[src/rtl/ifc_pkg.sv]
package ifc_pkg;

    localparam int FLD_W = 4;

    // Bit order inside one channel field; bit 0 is the summary flag.
    typedef struct packed {
        logic err;
        logic half;
        logic done;
        logic summ;
    } ch_flags_t;

    typedef struct packed {
        logic err;
        logic half;
        logic done;
    } ch_evt_t;

    function automatic logic access_allowed(
        input logic acc_sec,
        input logic acc_prv,
        input logic ch_sec,
        input logic ch_prv
    );
        return (acc_sec | ~ch_sec) & (acc_prv | ~ch_prv);
    endfunction

endpackage

[src/rtl/ifc_access_filter.sv]
module ifc_access_filter #(
    parameter int N_CH = 7
) (
    input  logic            acc_secure,
    input  logic            acc_priv,
    input  logic [N_CH-1:0] ch_secure,
    input  logic [N_CH-1:0] ch_priv,
    output logic [N_CH-1:0] grant
);
    import ifc_pkg::*;

    for (genvar c = 0; c < N_CH; c++) begin : g_ch
        assign grant[c] = access_allowed(acc_secure, acc_priv, ch_secure[c], ch_priv[c]);
    end

endmodule

[src/rtl/ifc_clear_decode.sv]
module ifc_clear_decode #(
    parameter int          N_CH       = 7,
    parameter int          DATA_W     = 32,
    parameter int          ADDR_W     = 8,
    parameter logic [7:0]  CLR_OFFSET = 8'h04
) (
    input  logic                        wr_en,
    input  logic [ADDR_W-1:0]           wr_addr,
    input  logic [DATA_W-1:0]           wr_data,
    input  logic [N_CH-1:0]             grant,
    output ifc_pkg::ch_flags_t [N_CH-1:0] clr
);
    import ifc_pkg::*;

    localparam int USED_W = N_CH * FLD_W;

    logic hit;
    logic unused_rsvd;

    assign hit         = wr_en && (wr_addr == ADDR_W'(CLR_OFFSET));
    assign unused_rsvd = ^wr_data[DATA_W-1:USED_W];

    for (genvar c = 0; c < N_CH; c++) begin : g_ch
        assign clr[c] = (hit && grant[c]) ? ch_flags_t'(wr_data[c*FLD_W +: FLD_W])
                                          : ch_flags_t'('0);
    end

endmodule

[src/rtl/ifc_flag_cell.sv]
module ifc_flag_cell (
    input  logic               clk,
    input  logic               rst,
    input  ifc_pkg::ch_evt_t   set,
    input  ifc_pkg::ch_flags_t clr,
    input  ifc_pkg::ch_evt_t   en,
    output ifc_pkg::ch_flags_t flags,
    output logic               irq
);
    import ifc_pkg::*;

    ch_evt_t   kept;
    ch_flags_t nxt;
    logic      evt_clr;
    logic      summ_keep;

    always_comb begin
        kept.done = flags.done & ~(clr.done | clr.summ);
        kept.half = flags.half & ~(clr.half | clr.summ);
        kept.err  = flags.err  & ~(clr.err  | clr.summ);
        evt_clr   = clr.done | clr.half | clr.err;
        summ_keep = flags.summ & ~clr.summ
                  & ~(evt_clr & ~(kept.done | kept.half | kept.err));
        nxt.done  = kept.done | set.done;
        nxt.half  = kept.half | set.half;
        nxt.err   = kept.err  | set.err;
        nxt.summ  = summ_keep | set.done | set.half | set.err;
    end

    always_ff @(posedge clk) begin
        if (rst) flags <= '0;
        else     flags <= nxt;
    end

    assign irq = flags.summ & ((flags.done & en.done) |
                               (flags.half & en.half) |
                               (flags.err  & en.err));

endmodule

[src/rtl/ifc_status_clear.sv]
module ifc_status_clear #(
    parameter int          N_CH       = 7,
    parameter int          DATA_W     = 32,
    parameter int          ADDR_W     = 8,
    parameter logic [7:0]  CLR_OFFSET = 8'h04,
    localparam int         STAT_W     = N_CH * ifc_pkg::FLD_W
) (
    input  logic              clk,
    input  logic              rst,
    input  logic              wr_en,
    input  logic [ADDR_W-1:0] wr_addr,
    input  logic [DATA_W-1:0] wr_data,
    input  logic              acc_secure,
    input  logic              acc_priv,
    input  logic [N_CH-1:0]   ch_secure,
    input  logic [N_CH-1:0]   ch_priv,
    input  logic [N_CH-1:0]   set_done,
    input  logic [N_CH-1:0]   set_half,
    input  logic [N_CH-1:0]   set_err,
    input  logic [N_CH-1:0]   en_done,
    input  logic [N_CH-1:0]   en_half,
    input  logic [N_CH-1:0]   en_err,
    output logic [STAT_W-1:0] status,
    output logic [N_CH-1:0]   irq
);
    import ifc_pkg::*;

    logic [N_CH-1:0]        grant;
    ch_flags_t [N_CH-1:0]   clr;
    ch_flags_t [N_CH-1:0]   flags;

    ifc_access_filter #(.N_CH(N_CH)) u_filter (
        .acc_secure (acc_secure),
        .acc_priv   (acc_priv),
        .ch_secure  (ch_secure),
        .ch_priv    (ch_priv),
        .grant      (grant)
    );

    ifc_clear_decode #(
        .N_CH(N_CH), .DATA_W(DATA_W), .ADDR_W(ADDR_W), .CLR_OFFSET(CLR_OFFSET)
    ) u_decode (
        .wr_en   (wr_en),
        .wr_addr (wr_addr),
        .wr_data (wr_data),
        .grant   (grant),
        .clr     (clr)
    );

    for (genvar c = 0; c < N_CH; c++) begin : g_cell
        ch_evt_t set_c, en_c;
        assign set_c = '{err: set_err[c], half: set_half[c], done: set_done[c]};
        assign en_c  = '{err: en_err[c],  half: en_half[c],  done: en_done[c]};

        ifc_flag_cell u_cell (
            .clk   (clk),
            .rst   (rst),
            .set   (set_c),
            .clr   (clr[c]),
            .en    (en_c),
            .flags (flags[c]),
            .irq   (irq[c])
        );
    end

    assign status = flags;

endmodule

[config.mk]
export PLATFORM = sky130hd
export DESIGN_NAME = ifc_status_clear
export DESIGN_NICKNAME = d
export VERILOG_FILES = /design/src/rtl/ifc_pkg.sv /design/src/rtl/ifc_access_filter.sv /design/src/rtl/ifc_clear_decode.sv /design/src/rtl/ifc_flag_cell.sv /design/src/rtl/ifc_status_clear.sv
export SDC_FILE = /design/constraint.sdc
export NUM_CORES = 1
export LEC_CHECK = 0
export ABC_AREA = 1
export BUFFER_PORTS_ARGS = -buffer_cell sky130_fd_sc_hd__buf_2
export CORE_ASPECT_RATIO = 0.5
export CORE_UTILIZATION = 43
export DETAILED_ROUTE_END_ITERATION = 12
export PLACE_DENSITY = 0.95
export RECOVER_POWER = 100
export SKIP_CTS_REPAIR_TIMING = 1
export SYNTH_ARGS = -nofsm -noshare
export SYNTH_HDL_FRONTEND = slang
export SYNTH_HIERARCHICAL = 1
export SYNTH_SLANG_ARGS = --single-unit
[constraint.sdc]
create_clock -name clk -period 4.27 [get_ports clk]
set_input_delay 0.854 -clock clk [delete_from_list [all_inputs] [get_ports clk]]
set_output_delay 0.854 -clock clk [all_outputs]
set_load 0.01 [all_outputs]
Yosys cells after proc, flatten, opt, wreduce, memory -nomap -nowiden
Index checks and enable logic that the tools add are counted.
{ "classes": {"order_cmp": 0, "multipliers": 0, "bitwise_logic": 252, "addsub": 0, "n_shift": 0, "muxes": 7, "n_eq_ne": 1, "div_mod_pow": 0, "reduce_logical": 8} }
{ "ops": {"columns": ["op", "count"], "rows": [
  ["OR 1 bit", 119],
  ["AND 1 bit", 77],
  ["NOT 1 bit", 56],
  ["two-way mux 4 bit", 7],
  ["== test 8 x 3 -> 1 bit, second input constant", 1],
  ["logical AND 1 bit", 8]
]} }
{ "word_totals": {"latchBits": 0, "output_inout_bits": 35, "ff_bits": 28, "ram_bits": 0, "mem_count": 0, "mem_bits_ro": 0} }

Logic depth before layout (Yosys ltp)
{ "depth": {"depth_word": 17, "ltp_mapped": 11, "mapped_depth_nobuf": 11} }

Hierarchy
The synthesis kept the hierarchy.
{ "modules_own_cells": {"columns": ["mod", "seq_area_each_um2", "instances", "cells_per_inst", "area_per_inst_um2"], "rows": [
  ["ifc_flag_cell", 80.1, 7, 32, 195.2],
  ["ifc_clear_decode", 0.0, 1, 70, 330.3],
  ["ifc_access_filter", 0.0, 1, 30, 112.6]
]} }

Least setup slack after synthesis
Ideal clock, no wire load.
{ "synth_path": {"kind": "input port to flip-flop", "from": "input wr_addr[1]", "to": "register, netlist name g_cell[0].u_cell/flags[0]", "required_ns": 4.150, "arrival_ns": 1.926, "slack_ns": 2.224, "path_stages": 9, "path_cell_list": "or2_4 nor2_8 nand3_2 nor2_1 nor2_1 nand2_1 nand2_1 o21ai_1 a21oi_1"} }
{ "synth_lines": {"columns": ["element", "line", "source"], "rows": [
  ["start, declared", "ifc_status_clear.sv:11", "input logic [ADDR_W-1:0] wr_addr,"]
]} }

==> metrics <==
area used by multi-input combinational logic=875 um2; slowest CP cell=nor2_1; Post-Route Utilization=0.625; Hold Crit Start=g_cell[2].u_cell/flags[1]; Worst setup SP type=input port; WL/cell=a little over 9 um; die area=4490 um2; GRT overflow=0; Final WS setup=1.79 ns; RePlAce Congestion=0.790; worst hold stages=2; Max VDD drop=approximately 120 uV; commonest cells after routing, fill and taps aside=96 x buf_2, 86 x nand2_1, 84 x inv_1; final period utilization=0.581; Top delay family on crit path=simple AND/OR/NAND/NOR gates; fin nets=between 500 and 600; Mapped Cells=between 300 and 400; DP HPWL=approximately 3900 um; pin count of the biggest net entering global routing=29; DR pass1 iterations=4; commonest non-fill, non-tap cell in the layout=buf_2; die width=roughly 94 um; leakage power=about 1.5 nW; DRT iter0 DRCs=76; height of the die=approximately 48 um; Setup Crit Path Kind=in2reg; vias in the first global route=~1,800; initial antenna violation count=0; Ys Warns=6; largest family of logic cells by synthesized area=simple AND/OR/NAND/NOR gates; H-tree levels=1; Critical path buffers and inverters=1; critical path, cell by cell=buf_2 > or2_4 > nor2_1 > nand3_1 > nor2_1 > nor2_1 > nand2_1 > nand2_1 > o21ai_0 > a21oi_1; via density per instance=around 4.3; Yosys reg bits=28; Post-Synth XOR/XNOR Area=0; status=complete, no violations; Pwr Density=between 200 and 250 nW/um2; Worst setup startpoint=wr_addr[1]; Required @ worst endpoint=about 4.4 ns; complex-gate fraction of the synthesized area=0.0968; later-pin clock latency in the skew report=about 0.26 ns; n_diodes=0; Fmax=between 0.4 and 0.5 GHz; CTS tree=yes; I/O pin count=between 100 and 150; Crit Reg-Reg Startpoint=g_cell[5].u_cell/flags[3]; Clock Sinks=28; Post-Place Setup Slack=1.88 ns; row cnt=16; Final ANT Viol Nets=0; Biggest register=g_cell.u_cell/flags; slew margin rel.=0.661; fraction of final layout cells with drive strength greater than 1=0.225; unrepaired setup endpoints after global routing=false; Largest regs=g_cell.u_cell/flags (28); register area=561 um2; GR Util All Layers=0.196; Worst Hold Class=reg2reg; cell mode on critical path=nor2_1; CTS max path bufs=2; Tmin final=about 2.5 ns; register area share after synthesis=0.310; synth unique cells=13; setup TNS=0 ns; max_cap viols=0; reg2reg path depth=4; Post-Syn Area=1810 um2; WHS=~0.51 ns; critical path capture point type=flop; vias=2,198; area grow syn2layout=37.0%; Least-Margin Pin Slew=between 0.5 and 0.6 ns; max reg flops=28; fillers=between 400 and 500; Avg Inst Size Synth=between 5 and 6 um2; Max Clock Skew=~0.0006 ns; first-pass GRT wire length=a little under 7000 um; area fraction in and, or, nand and nor cells after synthesis=0.415; Root Driver=clkbuf_8; Hold Vio Cnt, Final=0; Post-Synth Adder-Cell Area=0; worst reg2reg setup slack=~3.4 ns; CP max FO=7; Hold Path End=g_cell[2].u_cell/flags[1]; TritonCTS Buffers=3; syn nets=425; fin. max-slew vios=0; Core ar.=a little under 4000 um2; Initial Util=0.456; Worst-path clk slew=0.08 ns; mux contribution to synthesized area=0; reg2reg end=g_cell[5].u_cell/flags[0]; # DRC=0; IO Port Bufs=approximately 130; WL final=about 4600 um; setup violators final=0; critical path arrival=approximately 2.6 ns; Crit path largest cell delay=roughly 0.40 ns
metal layers:
metal  global-route usage  vias to the layer above  wire length (um)
met5                    0                        -                 0
met4               0.0462                        0                52
met3               0.0254                        6               184
met1                0.237                      917              2080
met2                0.387                       48              2330
li1                     -                     1227                 -
worst max path at each step:
stage	end	slack, ns	depth (start not counted)
after floorplan	g_cell[0].u_cell/flags[0]	2.22	9
after global placement	g_cell[5].u_cell/flags[0]	1.90	10
after detailed placement	g_cell[5].u_cell/flags[0]	1.88	10
after CTS	irq[1]	2.11	6
after global routing	g_cell[5].u_cell/flags[0]	1.58	11
final	g_cell[5].u_cell/flags[0]	1.79	10
cell type report:
type	count	share of cell area
timing repair buffer	131	0.247
sequential	28	0.226
multi-input combinational	210	0.353
tap	54	0.0273
clock buffer	3	0.0167
inverter	86	0.130
cells by family (layout without fill, tap and decap cells):
group           count (synthesis)  after routing
compound gates                 35             35
flops                          28             28
buf+inv                        86            220
simple gates                  175            175
power breakdown:
part	switching (mW)	internal, mW
Clock	0.0721	0.0632
Combinational	0.0736	0.0656
Sequential	0.0139	0.280
worst register-to-register path, stage by stage, from the launching register on:
cell	delay, ns
dfxtp_1	0.34
nand3_1	0.10
nand2_1	0.05
o21ai_0	0.18
a21oi_1	0.09
synthesized netlist by cell type:
library cell,n,area (um2)
nand3_2,7,70.1
inv_1,84,315
nor2_2,1,6.26
inv_2,2,7.51
nor2_1,58,218
or2_4,1,8.76
nand3_1,14,70.1
nor2_8,1,20.0
o21ai_1,7,35.0
dfxtp_1,28,561
nor3_1,7,35.0
nand2_1,86,323
a21oi_1,28,140
metrics by stage:
step           std cells  area, um2  power [mW]
6_report             512       2480       0.568
5_1_grt              512       2480       0.606
4_1_cts              512       2570       0.581
3_5_place_dp         509       2530       0.448
3_3_place_gp         509       2530       0.444
2_1_floorplan        324       1810       0.366
No activity file was read; power rests on OpenSTA's default activity.
